## src/rtl/hr_pkg.sv

```systemverilog
package hr_pkg;
    typedef enum logic [2:0] {
        ST_IDLE    = 3'd0,
        ST_BLOCK   = 3'd1,
        ST_DRAIN   = 3'd2,
        ST_FLUSH   = 3'd3,
        ST_RELEASE = 3'd4,
        ST_UNBLOCK = 3'd5
    } hr_state_e;

    typedef enum logic [1:0] {
        RC_OK      = 2'd0,
        RC_NODEV   = 2'd1,
        RC_TIMEOUT = 2'd2
    } hr_resp_e;
endpackage

```

## src/rtl/hr_drain_timer.sv

```systemverilog
module hr_drain_timer #(
    parameter int TW = 8
) (
    input  logic          clk,
    input  logic          rst_n,
    input  logic          load,
    input  logic          dec,
    input  logic [TW-1:0] limit,
    output logic          zero
);
    logic [TW-1:0] count_q;

    always_ff @(posedge clk or negedge rst_n) begin
        if (!rst_n) begin
            count_q <= '0;
        end else if (load) begin
            count_q <= limit;
        end else if (dec && count_q != '0) begin
            count_q <= count_q - 1'b1;
        end
    end

    assign zero = (count_q == '0);
endmodule

```

## src/rtl/hr_client_bits.sv

```systemverilog
module hr_client_bits #(
    parameter int N  = 8,
    parameter int SW = 3
) (
    input  logic          clk,
    input  logic          rst_n,
    input  logic [SW-1:0] sel,
    input  logic          set_block,
    input  logic          clr_block,
    input  logic          set_hold,
    input  logic          clr_hold,
    input  logic          fire_flush,
    output logic [N-1:0]  block_q,
    output logic [N-1:0]  hold_q,
    output logic [N-1:0]  flush_q
);
    for (genvar i = 0; i < N; i++) begin : g_client
        logic hit;
        assign hit = (sel == SW'(i));

        always_ff @(posedge clk or negedge rst_n) begin
            if (!rst_n) begin
                block_q[i] <= 1'b0;
                hold_q[i]  <= 1'b0;
                flush_q[i] <= 1'b0;
            end else begin
                flush_q[i] <= fire_flush && hit;
                if (hit && set_block) begin
                    block_q[i] <= 1'b1;
                end else if (hit && clr_block) begin
                    block_q[i] <= 1'b0;
                end
                if (hit && set_hold) begin
                    hold_q[i] <= 1'b1;
                end else if (hit && clr_hold) begin
                    hold_q[i] <= 1'b0;
                end
            end
        end
    end
endmodule

```

## src/rtl/hr_seq_fsm.sv

```systemverilog
module hr_seq_fsm
    import hr_pkg::*;
#(
    parameter int N   = 8,
    parameter int SW  = 3,
    parameter int IDW = 4
) (
    input  logic           clk,
    input  logic           rst_n,
    input  logic           cmd_valid,
    input  logic           cmd_assert,
    input  logic [IDW-1:0] cmd_id,
    input  logic [N-1:0]   client_idle,
    input  logic           tmo_zero,
    output hr_state_e      state_o,
    output logic [SW-1:0]  sel_o,
    output logic           tmr_load,
    output logic           tmr_dec,
    output logic           set_block,
    output logic           clr_block,
    output logic           set_hold,
    output logic           clr_hold,
    output logic           fire_flush,
    output logic           resp_fire,
    output hr_resp_e       resp_code_nxt,
    output logic           nack_fire
);
    hr_state_e     state_q, state_d;
    logic [SW-1:0] sel_q;
    logic          id_ok;
    logic          sel_idle;

    assign id_ok    = (cmd_id < IDW'(N));
    assign sel_idle = client_idle[sel_q];
    assign state_o  = state_q;
    assign sel_o    = sel_q;

    always_ff @(posedge clk or negedge rst_n) begin
        if (!rst_n) begin
            state_q <= ST_IDLE;
            sel_q   <= '0;
        end else begin
            state_q <= state_d;
            if (state_q == ST_IDLE && cmd_valid && id_ok) begin
                sel_q <= cmd_id[SW-1:0];
            end
        end
    end

    always_comb begin
        state_d = state_q;
        unique case (state_q)
            ST_IDLE: begin
                if (cmd_valid && id_ok) begin
                    state_d = cmd_assert ? ST_BLOCK : ST_RELEASE;
                end
            end
            ST_BLOCK:   state_d = ST_DRAIN;
            ST_DRAIN: begin
                if (sel_idle || tmo_zero) begin
                    state_d = sel_idle ? ST_FLUSH : ST_IDLE;
                end
            end
            ST_FLUSH:   state_d = ST_IDLE;
            ST_RELEASE: state_d = ST_UNBLOCK;
            ST_UNBLOCK: state_d = ST_IDLE;
            default:    state_d = ST_IDLE;
        endcase
    end

    always_comb begin
        tmr_load      = 1'b0;
        tmr_dec       = 1'b0;
        set_block     = 1'b0;
        clr_block     = 1'b0;
        set_hold      = 1'b0;
        clr_hold      = 1'b0;
        fire_flush    = 1'b0;
        resp_fire     = 1'b0;
        resp_code_nxt = RC_OK;
        nack_fire     = (state_q != ST_IDLE) && cmd_valid;
        unique case (state_q)
            ST_IDLE: begin
                if (cmd_valid && !id_ok) begin
                    resp_fire     = 1'b1;
                    resp_code_nxt = RC_NODEV;
                end
            end
            ST_BLOCK: begin
                set_block = 1'b1;
                tmr_load  = 1'b1;
            end
            ST_DRAIN: begin
                if (!sel_idle) begin
                    if (tmo_zero) begin
                        resp_fire     = 1'b1;
                        resp_code_nxt = RC_TIMEOUT;
                    end else begin
                        tmr_dec = 1'b1;
                    end
                end
            end
            ST_FLUSH: begin
                fire_flush = 1'b1;
                set_hold   = 1'b1;
                resp_fire  = 1'b1;
            end
            ST_RELEASE: clr_hold = 1'b1;
            ST_UNBLOCK: begin
                clr_block = 1'b1;
                resp_fire = 1'b1;
            end
            default: ;
        endcase
    end
endmodule

```

## src/rtl/hr_flush_seq.sv

```systemverilog
module hr_flush_seq
    import hr_pkg::*;
#(
    parameter int N   = 8,
    parameter int TW  = 8,
    parameter int SW  = (N > 1) ? $clog2(N) : 1,
    parameter int IDW = SW + 1
) (
    input  logic           clk,
    input  logic           rst_n,
    input  logic           cmd_valid,
    input  logic           cmd_assert,
    input  logic [IDW-1:0] cmd_id,
    input  logic [TW-1:0]  drain_limit,
    input  logic [N-1:0]   client_idle,
    output logic [N-1:0]   req_block,
    output logic [N-1:0]   client_hold,
    output logic [N-1:0]   queue_flush,
    output logic           busy,
    output logic           cmd_nack,
    output logic           resp_valid,
    output logic [1:0]     resp_code
);
    hr_state_e     state;
    logic [SW-1:0] sel;
    logic          tmr_load, tmr_dec, tmo_zero;
    logic          set_block, clr_block, set_hold, clr_hold, fire_flush;
    logic          resp_fire, nack_fire;
    hr_resp_e      resp_code_nxt;

    hr_seq_fsm #(.N(N), .SW(SW), .IDW(IDW)) u_fsm (
        .clk          (clk),
        .rst_n        (rst_n),
        .cmd_valid    (cmd_valid),
        .cmd_assert   (cmd_assert),
        .cmd_id       (cmd_id),
        .client_idle  (client_idle),
        .tmo_zero     (tmo_zero),
        .state_o      (state),
        .sel_o        (sel),
        .tmr_load     (tmr_load),
        .tmr_dec      (tmr_dec),
        .set_block    (set_block),
        .clr_block    (clr_block),
        .set_hold     (set_hold),
        .clr_hold     (clr_hold),
        .fire_flush   (fire_flush),
        .resp_fire    (resp_fire),
        .resp_code_nxt(resp_code_nxt),
        .nack_fire    (nack_fire)
    );

    hr_drain_timer #(.TW(TW)) u_timer (
        .clk  (clk),
        .rst_n(rst_n),
        .load (tmr_load),
        .dec  (tmr_dec),
        .limit(drain_limit),
        .zero (tmo_zero)
    );

    hr_client_bits #(.N(N), .SW(SW)) u_bits (
        .clk       (clk),
        .rst_n     (rst_n),
        .sel       (sel),
        .set_block (set_block),
        .clr_block (clr_block),
        .set_hold  (set_hold),
        .clr_hold  (clr_hold),
        .fire_flush(fire_flush),
        .block_q   (req_block),
        .hold_q    (client_hold),
        .flush_q   (queue_flush)
    );

    always_ff @(posedge clk or negedge rst_n) begin
        if (!rst_n) begin
            resp_valid <= 1'b0;
            resp_code  <= RC_OK;
            cmd_nack   <= 1'b0;
        end else begin
            resp_valid <= resp_fire;
            cmd_nack   <= nack_fire;
            if (resp_fire) begin
                resp_code <= resp_code_nxt;
            end
        end
    end

    assign busy = (state != ST_IDLE);
endmodule

```

## config.mk

```make
export PLATFORM = sky130hd
export DESIGN_NAME = hr_flush_seq
export DESIGN_NICKNAME = d
export VERILOG_FILES = /design/src/rtl/hr_pkg.sv /design/src/rtl/hr_drain_timer.sv /design/src/rtl/hr_client_bits.sv /design/src/rtl/hr_seq_fsm.sv /design/src/rtl/hr_flush_seq.sv
export SDC_FILE = /design/constraint.sdc
export NUM_CORES = 1
export LEC_CHECK = 0
export ABC_CLOCK_PERIOD_IN_PS = 3700
export BUFFER_PORTS_ARGS = -buffer_cell sky130_fd_sc_hd__buf_2
export CELL_PAD_IN_SITES_DETAIL_PLACEMENT = 0
export CELL_PAD_IN_SITES_GLOBAL_PLACEMENT = 2
export CORE_MARGIN = 10
export CORE_UTILIZATION = 30
export CTS_CLUSTER_DIAMETER = 60
export DETAILED_ROUTE_END_ITERATION = 10
export PLACE_DENSITY_LB_ADDON = 0.25
export SLEW_MARGIN = 20
export SYNTH_ARGS = -nofsm -noshare
export SYNTH_HDL_FRONTEND = slang
export SYNTH_HIERARCHICAL = 1
export SYNTH_SLANG_ARGS = --single-unit
export TNS_END_PERCENT = 30
```

## constraint.sdc

```tcl
create_clock -name clk -period 3.7 [get_ports clk]
set_input_delay 0.37 -clock clk [delete_from_list [all_inputs] [get_ports clk]]
set_output_delay 0.37 -clock clk [all_outputs]
set_load 0.02 [all_outputs]
```

==> results of run 1 <==
## layer usage
layer  vias to the layer above  wire, um  GRT usage (%)
met5                         -         0              0
met4                         0        48           3.24
met3                         5       281           3.26
met2                        47      2400           14.9
met1                       822      2840           13.8
li1                        855         -              -
## power groups by stage
stage	registers, uW	logic, uW	clock network [uW]
final	780	1060	313
after global routing	811	1170	351
after CTS	780	1070	330
after detailed placement	789	1070	0
after global placement	794	1070	0
after floorplan	902	669	0
## kinds of logic (layout without fill, tap and decap cells)
kind of cell,after synthesis,after routing
simple gates,83,83
compound gates,40,40
fa+ha+maj,2,2
mux,10,10
buf+inv,21,72
flops,42,42
## state kept, by name (all words and copies together) (netlist names), 2 cells and up
name             cells
u_bits/block_q       8
u_bits/flush_q       8
u_bits/hold_q        8
u_timer/count_q      8
u_fsm/sel_o          3
u_fsm/state_o        3
resp_code            2
## path summary, 6_finish.rpt
path	startpoint	to	slack, ns
max in group asynchronous	rst_n	u_bits/hold_q[4]	2.75
hold reg to reg	u_bits/block_q[4]	u_bits/block_q[4]	0.49
setup / recovery	u_fsm/sel_o[0]	u_timer/count_q[3]	0.87
min in group asynchronous	rst_n	u_timer/count_q[6]	0.49
setup reg to reg	u_fsm/sel_o[0]	u_timer/count_q[3]	0.87
hold / removal	cmd_id[2]	u_fsm/sel_o[2]	0.30
## critical path, cell delays in order (launching register included)
cell and delay (ns):
dfrtp_1 0.45, mux2_2 0.36, mux4_2 0.54, nor3_1 0.20
buf_4 0.16, or3b_1 0.43, or4_1 0.43, o221ai_1 0.17
## cells in the final DEF (no fill, tap or decap), types with 3 or more instances in the layout
master and n:
a21oi_1 3, a22o_1 11, a31oi_1 3, a32o_1 6, and2_1 3, buf_2 52
buf_4 5, clkbuf_8 6, dfrtp_1 42, inv_1 4, mux2_2 9, nand2_1 6
nand2b_1 3, nand3_1 3, nand4_1 4, nand4b_1 6, nand4bb_1 6, nor2_1 15
nor2b_1 6, nor3_1 8, nor3b_1 7, or4_1 3
## final cells by class
class,count,area [sq um]
multi-input combinational,135,1020
tap,96,120
fill,721,4280
sequential,42,1050
clock buffer,6,82.6
timing repair buffer,59,328
clock inverter,2,12.5
inverter,5,18.8
## metrics by stage
step | instances | total power [uW]
after detailed placement | 335 | 1860
after global placement | 335 | 1860
after CTS | 343 | 2180
final | 345 | 2160
after floorplan | 198 | 1570
after global routing | 345 | 2340
## repair_timing
item,CTS,global route
resized for setup,0,0
hold buffers,0,1
hold endpoints to repair,0,10
==> impl_metrics.prom, run 1 <==
# TYPE chip_impl_metric gauge
chip_impl_metric{name="fp.dieArea",unit="sq mm"} 0.0111
chip_impl_metric{name="std_cell_rows",unit=""} 30
chip_impl_metric{name="netSwitchingPower",unit="uW"} 921
chip_impl_metric{name="gp_routability_congestion",unit=""} 0.742
chip_impl_metric{name="synth_compound_gate_area_share",unit="%"} 15.3
chip_impl_metric{name="drv.max_cap_violation_count",unit=""} 0
chip_impl_metric{name="yosys.cell_types.count",unit=""} 50
chip_impl_metric{name="grtUsageTotal",unit="%"} 10.2
chip_impl_metric{name="worst_setup_hold_path_clk_slew",unit="ns"} 0.08
chip_impl_info{name="worst_hold_path_type",value="in -> reg"} 1
chip_impl_metric{name="antenna_violations_before_repair",unit=""} 0
chip_impl_metric{name="top_level_ports",unit=""} 53
chip_impl_metric{name="post_route_cells_drive_above_1_share",unit="%"} 32.1
chip_impl_info{name="grt_setup_unrepaired",value="false"} 1
chip_impl_metric{name="sequentialPowerShare",unit="%"} 36.2
chip_impl_info{name="startpoint_type",value="flop"} 1
chip_impl_metric{name="hold_violations",unit=""} 0
chip_impl_metric{name="wire_per_inst",unit="um"} 16.1
chip_impl_metric{name="avgSynthCellArea",unit="sq um"} 11.0
chip_impl_metric{name="fin_crit_sh",unit="%"} 76.4
chip_impl_metric{name="detail_route.vias_per_cell",unit=""} 5.01
chip_impl_metric{name="design.final.nets",unit=""} 274
chip_impl_metric{name="maxClockFrequency",unit="MHz"} 354
chip_impl_metric{name="mux_contribution_to_synthesized_area",unit="%"} 5.69
chip_impl_metric{name="clkLatencyLatePin",unit="ns"} 0.29
chip_impl_info{name="synth_top_family_by_area",value="simple AND/OR/NAND/NOR gates"} 1
chip_impl_metric{name="drt_first_pass_iters",unit=""} 4
chip_impl_metric{name="gr-total-overflow",unit=""} 0
chip_impl_info{name="postSynth.topFlopCell",value="dfrtp_1"} 1
chip_impl_metric{name="dpl.hpwl",unit="um"} 3890
chip_impl_metric{name="synth_top_area_share",unit="%"} 48.3
chip_impl_info{name="synthTopCellsByArea",value="dfrtp_1 (48%), mux2_2 (4.7%), a22o_1 (4.4%)"} 1
chip_impl_metric{name="yosysSeqAreaShare",unit="%"} 48.3
chip_impl_metric{name="fin_tns_setup",unit="ns"} 0
chip_impl_metric{name="route.antenna.remaining_nets",unit=""} 0
chip_impl_metric{name="clock-sinks",unit=""} 42
chip_impl_metric{name="syn-num-nets",unit=""} 224
chip_impl_metric{name="route.final.wire_length",unit="um"} 5570
chip_impl_metric{name="synth_adder_area_share",unit="%"} 1.15
chip_impl_metric{name="synth_edf_count",unit=""} 0
chip_impl_info{name="crit_path_end_kind",value="flop"} 1
chip_impl_info{name="most_frequent_cell_after_synthesis",value="dfrtp_1"} 1
chip_impl_metric{name="whs",unit="ns"} 0.303
chip_impl_metric{name="yosys_register_bits",unit=""} 42
chip_impl_metric{name="leakage",unit="uW"} 0.00118
chip_impl_metric{name="postSynthCellCount",unit=""} 198
chip_impl_metric{name="power_density",unit="mW/mm^2"} 819
chip_impl_metric{name="floorplan.die.width",unit="um"} 105
chip_impl_metric{name="numPortBuffers",unit=""} 52
chip_impl_metric{name="postCtsSetupBuffers",unit=""} 0
chip_impl_metric{name="htree_num_levels",unit=""} 2
chip_impl_metric{name="final_ws_setup",unit="ns"} 0.872
chip_impl_metric{name="worst-path-max-fanout",unit=""} 6
chip_impl_metric{name="finish.utilization",unit="%"} 38.1
chip_impl_metric{name="cts_inserted_buffers",unit=""} 5
chip_impl_metric{name="worst_pin_slew",unit="ns"} 0.750
chip_impl_metric{name="grt_max_degree",unit=""} 43
chip_impl_metric{name="max_slew_margin",unit="%"} 49.6
chip_impl_metric{name="detailroute.via_count",unit=""} 1729
chip_impl_metric{name="drtIter0Drc",unit=""} 99
chip_impl_metric{name="slew_viol_final",unit=""} 0
chip_impl_metric{name="fin_skew",unit="ns"} 0.00481
chip_impl_metric{name="fp.coreArea",unit="sq mm"} 0.00691
chip_impl_metric{name="async_reset_ff_share",unit="%"} 100
chip_impl_info{name="synth.largest_area_cell",value="dfrtp_1"} 1
chip_impl_metric{name="worst_r2r_path_depth",unit=""} 7
chip_impl_metric{name="layout.cell_area.non_filler",unit="sq mm"} 0.00263
chip_impl_info{name="cts_tree",value="yes"} 1
chip_impl_info{name="outcome",value="complete, no violations"} 1
chip_impl_metric{name="power.switching_fraction",unit="%"} 42.7
chip_impl_metric{name="period_minus_slack",unit="ns"} 2.83
chip_impl_metric{name="first_global_vias",unit=""} 1802
chip_impl_metric{name="arrival",unit="ns"} 3.04
chip_impl_metric{name="cp.required",unit="ns"} 3.91
chip_impl_metric{name="dieHeight",unit="um"} 105
chip_impl_metric{name="post_synth_xor_area_fraction",unit="%"} 0
chip_impl_metric{name="pre_cts_ws",unit="ns"} 0.886
chip_impl_metric{name="wire_length_of_the_first_global_routing_pass",unit="um"} 9340
chip_impl_info{name="cts_root_buf",value="clkbuf_8"} 1
chip_impl_metric{name="comb_power_share",unit="%"} 49.3
chip_impl_metric{name="drcViolationCount",unit=""} 0
chip_impl_metric{name="p_clk_share",unit="%"} 14.5
chip_impl_metric{name="setup-violations-final",unit=""} 0
chip_impl_metric{name="yosys.area_share.simple",unit="%"} 24.6
chip_impl_metric{name="ctsLongestPathBuffers",unit=""} 2
chip_impl_metric{name="power.internal",unit="uW"} 1230
chip_impl_metric{name="num_antenna_cells",unit=""} 0
chip_impl_metric{name="yosys_warnings",unit=""} 6
chip_impl_metric{name="initial_utilization",unit="%"} 31.5
chip_impl_metric{name="whs_path_depth",unit=""} 2
chip_impl_metric{name="post_synthesis_instance_area",unit="sq mm"} 0.00218
chip_impl_metric{name="syn_to_final_growth",unit="%"} 20.9
chip_impl_metric{name="post_place_cell_area",unit="sq mm"} 0.00251
chip_impl_info{name="post_synth_most_frequent_cells",value="dfrtp_1 (42), nor2_1 (15), a22o_1 (11), mux2_2 (9), nor3_1 (8)"} 1
chip_impl_metric{name="ir_worst_vdd",unit="mV"} 0.408
chip_impl_info{name="criticalPathCategory",value="reg -> reg"} 1
No activity file was read; power rests on OpenSTA's default activity.
==> run 2: changes to the inputs <==
--- a/config.mk
+++ b/config.mk
@@ -5,7 +5,7 @@
 export SDC_FILE = /design/constraint.sdc
 export NUM_CORES = 1
 export LEC_CHECK = 0
-export ABC_CLOCK_PERIOD_IN_PS = 3700
+export ABC_CLOCK_PERIOD_IN_PS = 2950
 export BUFFER_PORTS_ARGS = -buffer_cell sky130_fd_sc_hd__buf_2
 export CELL_PAD_IN_SITES_DETAIL_PLACEMENT = 0
 export CELL_PAD_IN_SITES_GLOBAL_PLACEMENT = 2
==> constraint.sdc (replaced) <==
create_clock -name clk -period 2.95 [get_ports clk]
set_input_delay 0.295 -clock clk [delete_from_list [all_inputs] [get_ports clk]]
set_output_delay 0.295 -clock clk [all_outputs]
set_load 0.02 [all_outputs]
==> run 2 against run 1 <==
Routed wire length grew 1.1%. Sequential share of layout area increased by 0.72 points. Non-clock buffer count fell by 2. Highest routed layer unchanged.
==> impl_metrics.prom, run 2 (synthesis gave the netlist of run 1 again) <==
# TYPE chip_impl_metric gauge
chip_impl_metric{name="gr-total-overflow",unit=""} 0
chip_impl_metric{name="grtUsageTotal",unit="%"} 10.4
chip_impl_metric{name="clock-sinks",unit=""} 42
chip_impl_info{name="layout.cells.most_common_list",value="buf_2 (52), dfrtp_1 (42), nor2_1 (15)"} 1
chip_impl_metric{name="worst_r2r_path_depth",unit=""} 6
chip_impl_metric{name="detail_route.vias_per_cell",unit=""} 5.16
chip_impl_metric{name="antenna_violations_before_repair",unit=""} 0
chip_impl_metric{name="std_cell_rows",unit=""} 30
chip_impl_metric{name="fp.coreArea",unit="sq mm"} 0.00691
chip_impl_info{name="outcome",value="complete, no violations"} 1
chip_impl_metric{name="layout.cell_area.non_filler",unit="sq mm"} 0.00258
chip_impl_metric{name="postCtsSetupBuffers",unit=""} 0
chip_impl_metric{name="wire_length_of_the_first_global_routing_pass",unit="um"} 9540
chip_impl_metric{name="floorplan.die.width",unit="um"} 105
chip_impl_metric{name="grt.met3_usage",unit="%"} 4.61
chip_impl_metric{name="grt_max_degree",unit=""} 43
chip_impl_metric{name="worst_pin_slew",unit="ns"} 0.995
chip_impl_info{name="global_route.peak_usage_layer",value="met2"} 1
chip_impl_metric{name="post_route_cells_drive_above_1_share",unit="%"} 31.7
chip_impl_metric{name="drv.max_cap_violation_count",unit=""} 0
chip_impl_info{name="rr_endpoint",value="u_timer/count_q[7]"} 1
chip_impl_metric{name="fin_crit_sh",unit="%"} 92.6
chip_impl_metric{name="post_place_cell_area",unit="sq mm"} 0.00251
chip_impl_metric{name="initial_utilization",unit="%"} 31.5
chip_impl_metric{name="numPortBuffers",unit=""} 52
chip_impl_metric{name="setup-violations-final",unit=""} 0
chip_impl_metric{name="dpl.hpwl",unit="um"} 3950
chip_impl_metric{name="drt_first_pass_iters",unit=""} 4
chip_impl_metric{name="syn_to_final_growth",unit="%"} 18.7
chip_impl_metric{name="route.antenna.remaining_nets",unit=""} 0
chip_impl_metric{name="wire_per_inst",unit="um"} 16.5
chip_impl_metric{name="use_met2",unit="%"} 14.5
chip_impl_metric{name="hold_violations",unit=""} 0
chip_impl_metric{name="power_density",unit="mW/mm^2"} 1030
chip_impl_metric{name="clkLatencyLatePin",unit="ns"} 0.29
chip_impl_metric{name="htree_num_levels",unit=""} 2
chip_impl_info{name="grt_setup_unrepaired",value="false"} 1
chip_impl_info{name="cts_root_buf",value="clkbuf_8"} 1
chip_impl_metric{name="worst_setup_hold_path_clk_slew",unit="ns"} 0.08
chip_impl_metric{name="leakage",unit="uW"} 0.00117
chip_impl_info{name="worst_hold_path_type",value="in -> async"} 1
chip_impl_metric{name="design.final.nets",unit=""} 272
chip_impl_metric{name="ctsLongestPathBuffers",unit=""} 2
chip_impl_metric{name="fin_skew",unit="ns"} 0.00516
chip_impl_metric{name="maxClockFrequency",unit="MHz"} 366
chip_impl_metric{name="fp.dieArea",unit="sq mm"} 0.0111
chip_impl_metric{name="ir_worst_vdd",unit="mV"} 0.452
chip_impl_metric{name="num_antenna_cells",unit=""} 0
chip_impl_metric{name="setup.reg_to_reg.worst_slack",unit="ns"} 0.22
chip_impl_metric{name="cts_inserted_buffers",unit=""} 5
chip_impl_metric{name="drtIter0Drc",unit=""} 94
chip_impl_metric{name="fin_tns_setup",unit="ns"} 0
chip_impl_metric{name="max_slew_margin",unit="%"} 33.6
chip_impl_metric{name="first_global_vias",unit=""} 1843
chip_impl_info{name="reg2reg_from",value="u_fsm/sel_o[0]"} 1
chip_impl_metric{name="arrival",unit="ns"} 2.91
chip_impl_metric{name="period_minus_slack",unit="ns"} 2.73
chip_impl_metric{name="gp_routability_congestion",unit=""} 0.768
chip_impl_info{name="cts_tree",value="yes"} 1
chip_impl_info{name="criticalPathCategory",value="reg -> reg"} 1
chip_impl_metric{name="cp.required",unit="ns"} 3.13
chip_impl_metric{name="cts_hold_buffers",unit=""} 0
chip_impl_metric{name="slew_viol_final",unit=""} 0
chip_impl_metric{name="worst-path-max-fanout",unit=""} 6
chip_impl_info{name="startpoint_type",value="flop"} 1
chip_impl_info{name="layout.cells.most_common",value="buf_2"} 1
chip_impl_metric{name="dieHeight",unit="um"} 105
chip_impl_metric{name="drcViolationCount",unit=""} 0
chip_impl_metric{name="cts.repair.resized",unit=""} 0
chip_impl_metric{name="top_level_ports",unit=""} 53
chip_impl_metric{name="globalRouteMet1Util",unit="%"} 13.8
chip_impl_info{name="crit_path_end_kind",value="flop"} 1
chip_impl_metric{name="route.final.wire_length",unit="um"} 5630
chip_impl_metric{name="detailroute.via_count",unit=""} 1765
==> run 2: cell types whose count changed in the layout (fill, tap and decap cells not counted), sizes merged <==
cell and delta:
clkbuf -1, buf -1, clkinv +1, dlygate4sd3 -1
clkinvlp -1
==> run 2: area by class of cell <==
| class | count | area (sq um) |
|---|---|---|
| clock buffer | 5 | 68.8 |
| clock inverter | 2 | 10.0 |
| fill | 741 | 4320 |
| inverter | 5 | 18.8 |
| multi-input combinational | 135 | 1020 |
| sequential | 42 | 1050 |
| tap | 96 | 120 |
| timing repair buffer | 57 | 298 |
==> run 2: worst max-delay path, cell delays in order (launching register included) <==
cell     delay (ns)
dfrtp_1        0.45
mux2_2         0.36
mux4_2         0.53
nor3_1         0.25
or3b_1         0.46
o311a_1        0.31
a221o_1        0.25
==> run 2: worst max path at each step <==
stage / cells past startpoint / endpoint / from / slack [ns]
after CTS: 6 / u_timer/count_q[7] / u_fsm/sel_o[0] / 0.23
final: 6 / u_timer/count_q[7] / u_fsm/sel_o[0] / 0.22
after global placement: 6 / u_timer/count_q[7] / u_fsm/sel_o[0] / 0.28
after global routing: 6 / u_timer/count_q[3] / u_fsm/sel_o[0] / 0.05
after detailed placement: 6 / u_timer/count_q[7] / u_fsm/sel_o[0] / 0.24
after floorplan: 6 / u_timer/count_q[7] / u_fsm/sel_o[0] / 0.14
==> run 2: through the flow <==
stage	hold WS, ns	total power, uW	cells	setup WS, ns	utilization (%)
after floorplan	-0.000591	1970	198	0.136	-
after global placement	0.480	2340	335	0.282	36.3
after detailed placement	0.476	2340	335	0.238	36.3
after CTS	0.190	2710	342	0.227	37.4
after global routing	0.218	2910	342	0.0464	37.4
final	0.156	2670	342	0.218	37.4
==> run 2: where the power goes <==
part	switching (uW)	total, uW	internal, uW
Sequential	190	991	801
Clock	195	354	159
Combinational	769	1320	556
Total	1150	2670	1520
==> run 2: routing by layer <==
metal	share of wire (%)	wire length, um
met5	0	0
met4	1.8	103
met3	7.0	397
met2	41	2320
met1	50	2810
